<file path="src/rtl/qd_pkg.sv">
package qd_pkg;
  // Bundle of the three divider outputs.
  typedef struct packed {
    logic f0;
    logic i2;
    logic q2;
  } qd_wave_t;

  // Output shape selection.
  typedef enum logic {
    SHAPE_SQUARE = 1'b0,
    SHAPE_NARROW = 1'b1
  } qd_shape_e;
endpackage

</file>
<file path="src/rtl/qd_phase_ctr.sv">
// Free-running phase counter; resets to all ones so the first active edge yields phase 0.
module qd_phase_ctr #(
  parameter int PHASE_W = 3
) (
  input  logic               clk,
  input  logic               rst,
  output logic [PHASE_W-1:0] phase_nxt,
  output logic               wrap_nxt
);
  logic [PHASE_W-1:0] phase_q;

  assign phase_nxt = phase_q + 1'b1;
  assign wrap_nxt  = (phase_nxt == '0);

  always_ff @(posedge clk) begin
    if (rst) phase_q <= '1;
    else     phase_q <= phase_nxt;
  end
endmodule

</file>
<file path="src/rtl/qd_mode_gate.sv">
// Holds the active shape; a new request is accepted only on the edge that starts phase 0.
module qd_mode_gate
  import qd_pkg::*;
(
  input  logic      clk,
  input  logic      rst,
  input  logic      req_narrow,
  input  logic      wrap_nxt,
  output qd_shape_e shape_nxt
);
  qd_shape_e shape_q;

  always_comb begin
    if (wrap_nxt) shape_nxt = req_narrow ? SHAPE_NARROW : SHAPE_SQUARE;
    else          shape_nxt = shape_q;
  end

  always_ff @(posedge clk) begin
    if (rst) shape_q <= SHAPE_SQUARE;
    else     shape_q <= shape_nxt;
  end
endmodule

</file>
<file path="src/rtl/qd_wave_decode.sv">
// Maps a phase value to the three output levels for the selected shape.
module qd_wave_decode
  import qd_pkg::*;
#(
  parameter int PHASE_W = 3
) (
  input  logic [PHASE_W-1:0] phase,
  input  qd_shape_e          shape,
  output qd_wave_t           wave
);
  // Quarter period of the 2x output, in input clocks.
  localparam int LAG = 2 ** (PHASE_W - 3);
  localparam logic [PHASE_W-1:0] LAG_V = PHASE_W'(LAG);

  logic [PHASE_W-1:0] qphase;
  assign qphase = phase - LAG_V;

  generate
    if (PHASE_W < 3) begin : g_bad
      assign wave = '0;
    end else begin : g_ok
      always_comb begin
        if (shape == SHAPE_NARROW) begin
          wave.f0 = (phase == '0);
          wave.i2 = (phase[PHASE_W-2:0] == '0);
          wave.q2 = (qphase[PHASE_W-2:0] == '0);
        end else begin
          wave.f0 = ~phase[PHASE_W-1];
          wave.i2 = ~phase[PHASE_W-2];
          wave.q2 = ~qphase[PHASE_W-2];
        end
      end
    end
  endgenerate
endmodule

</file>
<file path="src/rtl/quad_clk_div.sv">
// Top: counter, mode gate and decoder feed one output register stage.
module quad_clk_div
  import qd_pkg::*;
#(
  parameter int PHASE_W = 3
) (
  input  logic clk,
  input  logic rst,
  input  logic narrow_mode,
  output logic f0_out,
  output logic i2_out,
  output logic q2_out
);
  logic [PHASE_W-1:0] phase_nxt;
  logic               wrap_nxt;
  qd_shape_e          shape_nxt;
  qd_wave_t           wave_nxt;
  qd_wave_t           wave_q;

  qd_phase_ctr #(.PHASE_W(PHASE_W)) u_ctr (
    .clk       (clk),
    .rst       (rst),
    .phase_nxt (phase_nxt),
    .wrap_nxt  (wrap_nxt)
  );

  qd_mode_gate u_gate (
    .clk        (clk),
    .rst        (rst),
    .req_narrow (narrow_mode),
    .wrap_nxt   (wrap_nxt),
    .shape_nxt  (shape_nxt)
  );

  qd_wave_decode #(.PHASE_W(PHASE_W)) u_dec (
    .phase (phase_nxt),
    .shape (shape_nxt),
    .wave  (wave_nxt)
  );

  always_ff @(posedge clk) begin
    if (rst) wave_q <= '0;
    else     wave_q <= wave_nxt;
  end

  assign f0_out = wave_q.f0;
  assign i2_out = wave_q.i2;
  assign q2_out = wave_q.q2;
endmodule

</file>
<file path="config.mk">
export PLATFORM = sky130hd
export DESIGN_NAME = quad_clk_div
export DESIGN_NICKNAME = d
export VERILOG_FILES = /design/src/rtl/qd_pkg.sv /design/src/rtl/qd_phase_ctr.sv /design/src/rtl/qd_mode_gate.sv /design/src/rtl/qd_wave_decode.sv /design/src/rtl/quad_clk_div.sv
export SDC_FILE = /design/constraint.sdc
export NUM_CORES = 1
export LEC_CHECK = 0
export BUFFER_PORTS_ARGS = -buffer_cell sky130_fd_sc_hd__buf_4
export CAP_MARGIN = 20
export CORE_AREA = 2 2 39 41
export DETAILED_ROUTE_END_ITERATION = 10
export DIE_AREA = 0 0 41 43
export GPL_TIMING_DRIVEN = 1
export PLACE_DENSITY = 0.43
export SETUP_SLACK_MARGIN = 0.02
export SYNTH_ARGS = -nofsm -noshare
export SYNTH_HDL_FRONTEND = slang
export SYNTH_HIERARCHICAL = 1
export SYNTH_SLANG_ARGS = --single-unit
</file>
<file path="constraint.sdc">
create_clock -name clk -period 2.15 [get_ports clk]
set_clock_uncertainty 0.05 [all_clocks]
set_input_delay 0.43 -clock clk [delete_from_list [all_inputs] [get_ports clk]]
set_output_delay 0.43 -clock clk [all_outputs]
set_load 0.02 [all_outputs]
</file>
After elaboration in Yosys (flattened, before gate mapping)
Index checks and enable logic that the tools add are counted.
{ "classes": {"n_addsub": 2, "mul": 0, "n_div": 0, "magnitude_cmp": 0, "n_eq_ne": 0, "shift": 0, "muxes": 3, "n_bitwise": 3, "n_reduce_logical": 3} }
{ "ops": {"columns": ["cell", "count"], "rows": [
  ["$logic_not 2->1", 2],
  ["$add 3x1->3 const B", 1],
  ["$logic_not 3->1", 1],
  ["$mux 3", 1],
  ["$not 1->1", 3],
  ["$mux 1", 2],
  ["$sub 2x1->2 const B", 1]
]} }
{ "word_totals": {"regBits": 7, "latch_bits": 0, "mem_bits_rw": 0, "romBits": 0, "inputBits": 3, "output_inout_bits": 3, "wordCells": 16, "n_memories": 0} }

Depth between registers and ports, before layout
Gate-level depths: netlist (run 1).
{ "depth": {"ltp_word": 4, "ltp_mapped": 6, "depth_no_buf": 6} }

Modules after synthesis
Netlist (run 1), hierarchy kept.
{ "modules_own_cells": {"columns": ["mod", "n_inst", "cells_per_inst", "area_each_um2", "seq_area_each_um2"], "rows": [
  ["qd_phase_ctr", 1, 9, 107.6, 60.1],
  ["quad_clk_div", 1, 6, 78.8, 60.1],
  ["qd_wave_decode", 1, 9, 65.1, 0.0],
  ["qd_mode_gate", 1, 3, 48.8, 20.0]
]} }

Worst setup path after synthesis (run 1)
OpenSTA, ideal clock, no wires.
{ "synth_timing": {"path_type": "register to register", "start": "register u_ctr.phase_q[0]", "end": "register wave_q (netlist bit q2_out)", "setup_ns": 0.114, "arrival_time_ns": 1.398, "t_required_ns": 1.986, "path_slack_ns": 0.589, "stages_incl_launch_ff": 6, "path_buffers": 0, "synth_period_minus_slack_ns": 1.561, "cell_sequence": "dfxtp_1 -> ha_1 -> ha_1 -> mux2_4 -> mux2_4 -> nor2b_1"} }
{ "synth_lines": {"columns": ["element", "line_no", "text"], "rows": [
  ["start, declared", "qd_phase_ctr.sv:10", "logic [PHASE_W-1:0] phase_q;"],
  ["start signal, assigned", "qd_phase_ctr.sv:17", "else phase_q <= phase_nxt;"],
  ["end signal, assigned", "quad_clk_div.sv:43", "else wave_q <= wave_nxt;"],
  ["end, declared", "quad_clk_div.sv:18", "qd_wave_t wave_q;"]
]} }

==> results of run 1 <==
## per-stage QoR
stage               std cells    util  setup WS (ns)  power, mW  instance area, sq um
floorplan                  27       -         0.5886     0.2281                 300.3
global placement           48  0.2586         0.5368     0.2563                 357.8
detailed placement         48  0.2586         0.5337     0.2588                 357.8
CTS                        52  0.2776         0.5299     0.3796                 384.1
global route               52  0.2776         0.4943     0.3960                 384.1
finish                     52  0.2776         0.5399     0.3703                 384.1
## cells in the mapped netlist (all sizes together)
cell and n:
nand2 1, dfxtp 7, or2 2, inv 4, ha 4, a21oi 1, o21ai 1, nand2b 1
mux2 2, nor2b 4
## power by group
| part | leakage (nW) | total, mW | switching (mW) | internal, mW |
|---|---|---|---|---|
| sequential | 0.0583 | 0.155 | 0.00563 | 0.150 |
| clock | 0.0150 | 0.117 | 0.0463 | 0.0707 |
| combinational | 0.111 | 0.0982 | 0.0435 | 0.0546 |
| total | 0.185 | 0.370 | 0.0955 | 0.275 |
## layout make-up
cell class                      count  share of cell area
Inverter                            4             0.03909
Sequential cell                     7              0.3648
Clock buffer                        4             0.06840
Timing Repair Buffer                5             0.09772
Tap cell                           16             0.05212
Multi-Input combinational cell     16              0.3779
## logic make-up after synthesis
| family | share of synthesized area |
|---|---|
| fa+ha+maj | 0.1667 |
| buf+inv | 0.04999 |
| mux | 0.1000 |
| compound gates | 0.03330 |
| flops | 0.4667 |
| simple gates | 0.1833 |
## state kept, by name (all words and copies together), names as in the netlist
signal,count
q2_out,1
f0_out,1
u_gate/shape_q,1
u_ctr/phase_q,3
i2_out,1
## metal layers
metal  wire length [um]  GRT usage
met2                206    0.09688
met5                  0          0
met3                 22    0.04712
met1                154    0.04531
met4                 25     0.1200
## path summary, 6_finish.rpt
| check | start | to | slack, ns | cells after the start |
|---|---|---|---|---|
| worst max-delay path | u_ctr/phase_q[0] | q2_out | 0.54 | 5 |
| worst min-delay path | rst | u_gate/shape_q | 0.34 | 2 |
| worst max register to register | u_ctr/phase_q[0] | q2_out | 0.54 | 5 |
| worst min register to register | u_ctr/phase_q[0] | u_ctr/phase_q[0] | 0.37 | 1 |
## cells in the final DEF, fill, tap and decap left out
master and n:
ha_1 4, or2_1 2, buf_4 5, nand2_1 1, nor2b_4 1, inv_1 4
clkbuf_4 3, nor2b_1 3, dfxtp_1 7, mux2_4 2, nand2b_1 1, a21oi_1 1
o21ai_0 1, clkbuf_1 1
==> impl_metrics.yaml, run 1 <==
die:
  start_util: 0.2170
  die_height_um: 43
  coreArea_sq_um: 1384
  ios: 6
  num_rows: 14
  die_w_um: 41
  fp.dieArea_sq_um: 1763
synthesis:
  yosysWarnings: 6
  syn_area_sq_um: 300.3
  ys_seq_area_frac: 0.4667
  syn_avg_cell_area_sq_um: 11.12
  synthTopCellsByArea: "dfxtp_1, ha_1, mux2_4"
  ys_ff_latch: 7
  syn-num-nets: 34
  synth_top_area_frac: 0.4667
  yosysTopAreaCell: "dfxtp_1"
  synth.distinct_cells: 11
  synth_cells: 27
timing:
  max_freq_mhz: 621.1
  whs_ns: 0.3387
  slew_violations: 0
  setup_viol: 0
  tightest_slew_ns: 0.1182
  timing.final.crit_share: 0.7489
  hold_violations: 0
  relSlewSlack: 0.9204
  fin_setup_tns_ns: 0
  period_minus_slack_ns: 1.610
  rsz0062_at_grt: "no"
detailed_routing:
  wl_per_cell_um: 7.846
  routed_via_density: 3.827
  num_vias: 199
  drc: 0
  finalWirelength_um: 408
  ant_nets: 0
  firstDrtPassIters: 1
  drtIter0Drc: 0
power:
  p_leak_nw: 0.1847
  ir_drop_mv: 0.1901
  power.density_nw_per_um2: 964.0
cts:
  cts_sinks: 7
  numCtsBuffers: 3
  cts_buffer_depth: 2
  postCtsHoldBufs: 0
  clock_latency_ns: 0.25
  htreeDepth: 1
  postCtsSetupBuffers: 0
  ctsResizeCount: 0
  path_clk_slew_ns: 0.05
  cts_tree: "built"
  cts-root-buf: "clkbuf_4"
worst_setup_path:
  endpoint_kind: "register"
  worst-path-buf-inv: 0
  path_delay_family: "multiplexers"
  slowest_stage: "mux2_4"
  critPathRequiredTime_ns: 2.25
  max_stage_delay_ns: 0.33
  worstSetupStartpointType: "register"
  crit_fanout: 5
  path_cells: "ha_1 -> ha_1 -> mux2_4 -> mux2_4 -> nor2b_1"
  path_class: "register to register"
  cp.arrival_ns: 1.71
place:
  gp_routability_congestion: 0.6572
  portBuffers: 5
  dp_hpwl_um: 328.6
layout:
  nFillCells: 153
  nNetsFinal: 44
  diodes: 0
  seq_area_sq_um: 140.1
  multi_input_area_sq_um: 145.1
  drive_gt1_frac: 0.3056
  area_growth_pct: 27.92
global_routing:
  grt_overflow_total: 0
  grtUsageTotal: 0.07243
  grt_start_max_net_pins: 8
  grt_pass1_wl_um: 696
  grt_antenna_before_repair: 0
  grt_pass1_vias: 209
job:
  cap_violations: 0
run_status:
  status: "completed"
min_path:
  hold_class: "input pin to register"
No activity file was read; power rests on OpenSTA's default activity.
==> run 2: changes to the inputs <==
- PLACE_DENSITY: 0.43 -> 0.45
- clock period: 2.15 -> 1.4 ns (I/O delays scaled with it)
==> run 2 against run 1 <==
The run now ends with negative setup slack left. Cell area grew 12%. First-iteration DRC count is 1 higher. Count of clock-buffer cells in the layout did not move. Setup slack lost 0.66 ns. Sequential power increased by 57%. Worst hold slack lost 0.15 ns. Wire length grew 4.4%. Non-clock buffer count is 2 higher. Register-to-register slack got worse by 0.66 ns. Clock power grew 53%.
==> impl_metrics.yaml, run 2 (synthesis results as in run 1) <==
power:
  ir_drop_mv: 0.3274
  power.density_nw_per_um2: 1412
  p_leak_nw: 0.1955
die:
  die_w_um: 41
  fp.dieArea_sq_um: 1763
  ios: 6
  num_rows: 14
  die_height_um: 43
  start_util: 0.2170
  coreArea_sq_um: 1384
layout:
  drive_gt1_frac: 0.4737
  final_common_cell: "buf_4"
  multi_input_area_sq_um: 173.9
  final_cell_area_sq_um: 430.4
  mostFrequentLayoutCells: "buf_4, dfxtp_1, inv_1, nor2b_1, clkbuf_4"
  area_growth_pct: 43.33
  nFillCells: 157
  regMostFlops: "u_ctr/phase_q"
  seq_area_sq_um: 142.6
  diodes: 0
  fin_cells: 54
  largest_reg_flops: 3
  nNetsFinal: 46
cts:
  numCtsBuffers: 3
  cts_sinks: 7
  clock_latency_ns: 0.25
  htreeDepth: 1
  cts_buffer_depth: 2
  cts_tree: "built"
  path_clk_slew_ns: 0.05
  postCtsHoldBufs: 0
  cts-root-buf: "clkbuf_4"
run_status:
  status: "complete, but fails checks"
  violations: "negative setup slack"
global_routing:
  grt_start_max_net_pins: 8
  grtUsageTotal: 0.07143
  grt_pass1_wl_um: 703
  grt_antenna_before_repair: 0
  grt_overflow_total: 0
  grt_pass1_vias: 187
worst_setup_path:
  endpoint_kind: "register"
  cp.arrival_ns: 1.61
  crit_fanout: 3
  path_class: "register to register"
  worstSetupStartpointType: "register"
  critPathRequiredTime_ns: 1.49
detailed_routing:
  wl_per_cell_um: 7.889
  finalWirelength_um: 426
  num_vias: 199
  drtIter0Drc: 1
  ant_nets: 0
  firstDrtPassIters: 3
  routed_via_density: 3.685
  drc: 0
timing:
  rsz0062_at_grt: "yes"
  slew_violations: 0
  timing.final.crit_share: 1.089
  relSlewSlack: 0.9057
  whs_ns: 0.1914
  tightest_slew_ns: 0.1400
  fin_setup_tns_ns: -0.2497
  setup_ws_ns: -0.1242
  setup_viol: 3
  period_minus_slack_ns: 1.524
  max_freq_mhz: 656.1
  hold_violations: 0
job:
  cap_violations: 0
min_path:
  hold_class: "input pin to register"
place:
  gp_routability_congestion: 0.7481
  portBuffers: 5
  dp_cells: 49
  dpl_cell_area_sq_um: 391.6
[run 2: cell count changes in the layout (fill, tap and decap cells not counted), sizes merged]
cell,delta
buf,+2
[run 2: repair_timing]
action,in CTS,in global routing
hold endpoints to repair,0,0
gates resized for setup,2,0
buffers inserted,1,0
setup endpoints to repair,2,3
pin swaps,0,0
gates cloned,0,0
[run 2: per-stage QoR]
stage               setup slack (ns)  power [mW]    util
floorplan                   -0.09664      0.3689       -
global placement             -0.1306      0.4179  0.2830
detailed placement           -0.1355      0.4216  0.2830
CTS                          -0.1292      0.6254  0.3110
global route                 -0.1543      0.6535  0.3110
finish                       -0.1242      0.6078  0.3110
[run 2: final timing paths]
path	start	end	slack [ns]	cells past startpoint
worst max-delay path	u_ctr/phase_q[0]	q2_out	-0.12	5
worst min-delay path	rst	u_gate/shape_q	0.19	2
worst max register to register	u_ctr/phase_q[0]	q2_out	-0.12	5
worst min register to register	u_ctr/phase_q[0]	u_ctr/phase_q[0]	0.48	2
[run 2: routing by layer]
layer | vias to the layer above | global-route usage | routed length, um | share of wire
met5 | - | 0 | 0 | 0
met4 | 0 | 0.1200 | 14 | 0.033
met3 | 2 | 0.03141 | 17 | 0.040
met2 | 4 | 0.08438 | 215 | 0.50
met1 | 88 | 0.06472 | 179 | 0.42
li1 | 105 | - | - | -
[run 2: critical path, stage by stage, from the launching register on]
cell and delay [ns]:
dfxtp_2 0.33, ha_4 0.16, ha_4 0.15, mux2_4 0.31, mux2_4 0.30, nor2b_1 0.13
[run 2: cell type report]
type,instances,area share
clock buffer,4,0.06105
inverter,4,0.03488
multi-input combinational,16,0.4041
sequential,7,0.3314
tap,16,0.04651
timing repair buffer,7,0.1221
[run 2: report_power, final]
group	internal [mW]	switching [mW]	total, mW
clock network	0.109	0.0707	0.179
registers	0.231	0.0131	0.244
logic	0.108	0.0768	0.185
total	0.447	0.161	0.608
==> run 3: changes to the inputs <==
- ABC_AREA: default -> 1
- PLACE_DENSITY: 0.45 -> 0.46
==> run 3 against run 2 <==
The flow now finishes without violations. First-iteration DRC count is 100% higher. Die area stayed put. Count of clock-buffer cells in the layout stayed put. Clock power hardly changed. Critical path type unchanged.
==> impl_metrics.yaml, run 3 <==
run_status:
  status: "completed"
cts:
  cts_sinks: 7
  cts-root-buf: "clkbuf_4"
  cts_buffer_depth: 2
  htreeDepth: 1
  numCtsBuffers: 3
  postCtsSetupBuffers: 0
  clock_latency_ns: 0.25
  path_clk_slew_ns: 0.05
  cts_tree: "built"
timing:
  tightest_slew_ns: 0.1273
  max_freq_mhz: 759.4
  timing.final.crit_share: 0.9405
  relSlewSlack: 0.9146
  slew_violations: 0
  fin_setup_tns_ns: 0
  period_minus_slack_ns: 1.317
  rsz0062_at_grt: "no"
  setup_ws_ns: 0.08324
  whs_ns: 0.1845
  hold_violations: 0
  setup_viol: 0
synthesis:
  synth.distinct_cells: 11
  syn-num-nets: 48
  syn_avg_cell_area_sq_um: 7.599
  synth_ff_type: "dfxtp_1"
  ys_seq_area_frac: 0.4498
  synthTopCellsByArea: "dfxtp_1, inv_1, ha_1"
  yosysTopAreaCell: "dfxtp_1"
  synth-edff-count: 0
  async_reset_ff_frac: 0
  synth_cells: 41
  netlist_top_cells_count: "inv_1, dfxtp_1, nand2_1"
  syn_area_sq_um: 311.5
  synth.most_common_cell: "inv_1"
  ys_ff_latch: 7
  yosysWarnings: 6
  synth_top_area_frac: 0.4498
global_routing:
  grt_pass1_vias: 174
  grt_util_met3: 0.03141
  grt_antenna_before_repair: 0
  grt_overflow_total: 0
  grtUsageTotal: 0.06526
  grt_util_met1: 0.06752
  grt-busiest-layer: "met2"
  grt_pass1_wl_um: 676
  grt_start_max_net_pins: 6
  use_met2: 0.08125
worst_setup_path:
  r2r_slack_ns: 0.08
  endpoint_kind: "register"
  cp.arrival_ns: 1.45
  path_class: "register to register"
  crit_fanout: 3
  worstSetupStartpointType: "register"
  critPathRequiredTime_ns: 1.54
place:
  dp_hpwl_um: 353.2
  dp_slack_ns: 0.03407
  portBuffers: 5
  gp_routability_congestion: 0.6541
detailed_routing:
  ant_nets: 0
  drc: 0
  firstDrtPassIters: 2
  wl_per_cell_um: 7.288
  drtIter0Drc: 2
  routed_via_density: 3.864
  num_vias: 255
  finalWirelength_um: 481
die:
  start_util: 0.2251
  ios: 6
  coreArea_sq_um: 1384
  num_rows: 14
  die_height_um: 43
  die_w_um: 41
  fp.dieArea_sq_um: 1763
layout:
  final_common_cell: "inv_1"
  mostFrequentLayoutCells: "inv_1, nand2_1, dfxtp_1, buf_4"
  regMostFlops: "u_ctr/phase_q"
  diodes: 0
  largest_reg_flops: 3
  nNetsFinal: 58
  area_growth_pct: 37.35
  drive_gt1_frac: 0.3400
power:
  p_leak_nw: 0.2277
  power.share.combinational: 0.314
  power.density_nw_per_um2: 1440
  internal-power_mw: 0.4235
  pwr-share-seq: 0.394
  switchingPower_mw: 0.1927
  pwr-share-clk: 0.292
  ir_drop_mv: 0.2913
  swShare: 0.3127
job:
  cap_violations: 0
min_path:
  hold_class: "input pin to register"
run 3: changes by cell type after synthesis:
cell,change
o21ai_1,+1
inv_1,+10
nand2_1,+6
inv_2,+1
nor2_2,+1
nor2b_1,-3
or2_1,-2
nand2_2,+1
mux2_4,-2
nor2_1,+3
nand2b_1,-1
nor2b_4,-1
run 3: stage by stage:
stage	power, mW	cell area (sq um)	cells	utilization
after CTS	0.5979	395.4	66	0.2857
after detailed placement	0.4118	369.1	62	0.2667
after global placement	0.4101	369.1	62	0.2667
after global routing	0.6725	427.9	66	0.3092
after floorplan	0.3622	311.5	41	-
final	0.6162	427.9	66	0.3092
run 3: final cells by class:
type,count,area (sq um)
clock buffer,4,26.28
fill,158,955.9
inverter,15,56.30
multi-input combinational,19,143.9
sequential,7,143.9
tap,16,20.02
timing repair buffer,5,37.54
run 3: worst paths after layout:
path,start,endpoint,cells after the start
setup reg to reg,u_ctr/phase_q[0],q2_out,7
hold reg to reg,u_ctr/phase_q[0],u_ctr/phase_q[0],1
setup / recovery,u_ctr/phase_q[0],q2_out,7
hold / removal,rst,u_gate/shape_q,2
run 3: power groups by stage:
stage / combinational [mW] / sequential, mW / clock (mW)
floorplan: 0.0974 / 0.265 / 0
global placement: 0.166 / 0.244 / 0
detailed placement: 0.167 / 0.245 / 0
CTS: 0.168 / 0.241 / 0.189
global route: 0.221 / 0.245 / 0.207
finish: 0.193 / 0.243 / 0.180
run 3: layer usage:
metal  share of wire  up-vias
met3           0.031        2
li1                -      133
met4           0.025        0
met2            0.52        4
met5               0        -
met1            0.42      116
run 3: timing repair:
item / 4_1_cts / 5_1_grt
endpoints found under the setup margin: 0 / 3
resized for setup: 0 / 8
hold buffers: 0 / 0
run 3: cells by family (layout without fill, tap and decap cells):
logic type,after synthesis,after routing,synth area share
buf+inv,15,24,0.1807
simple gates,12,12,0.1607
flops,7,7,0.4498
fa+ha+maj,4,4,0.1606
compound gates,3,3,0.04815
run 3: critical path: stages, from the launching register on:
cell     delay (ns)
dfxtp_4        0.35
ha_4           0.28
inv_2          0.05
ha_4           0.24
inv_1          0.03
o21ai_1        0.14
inv_1          0.05
nor2_1         0.07
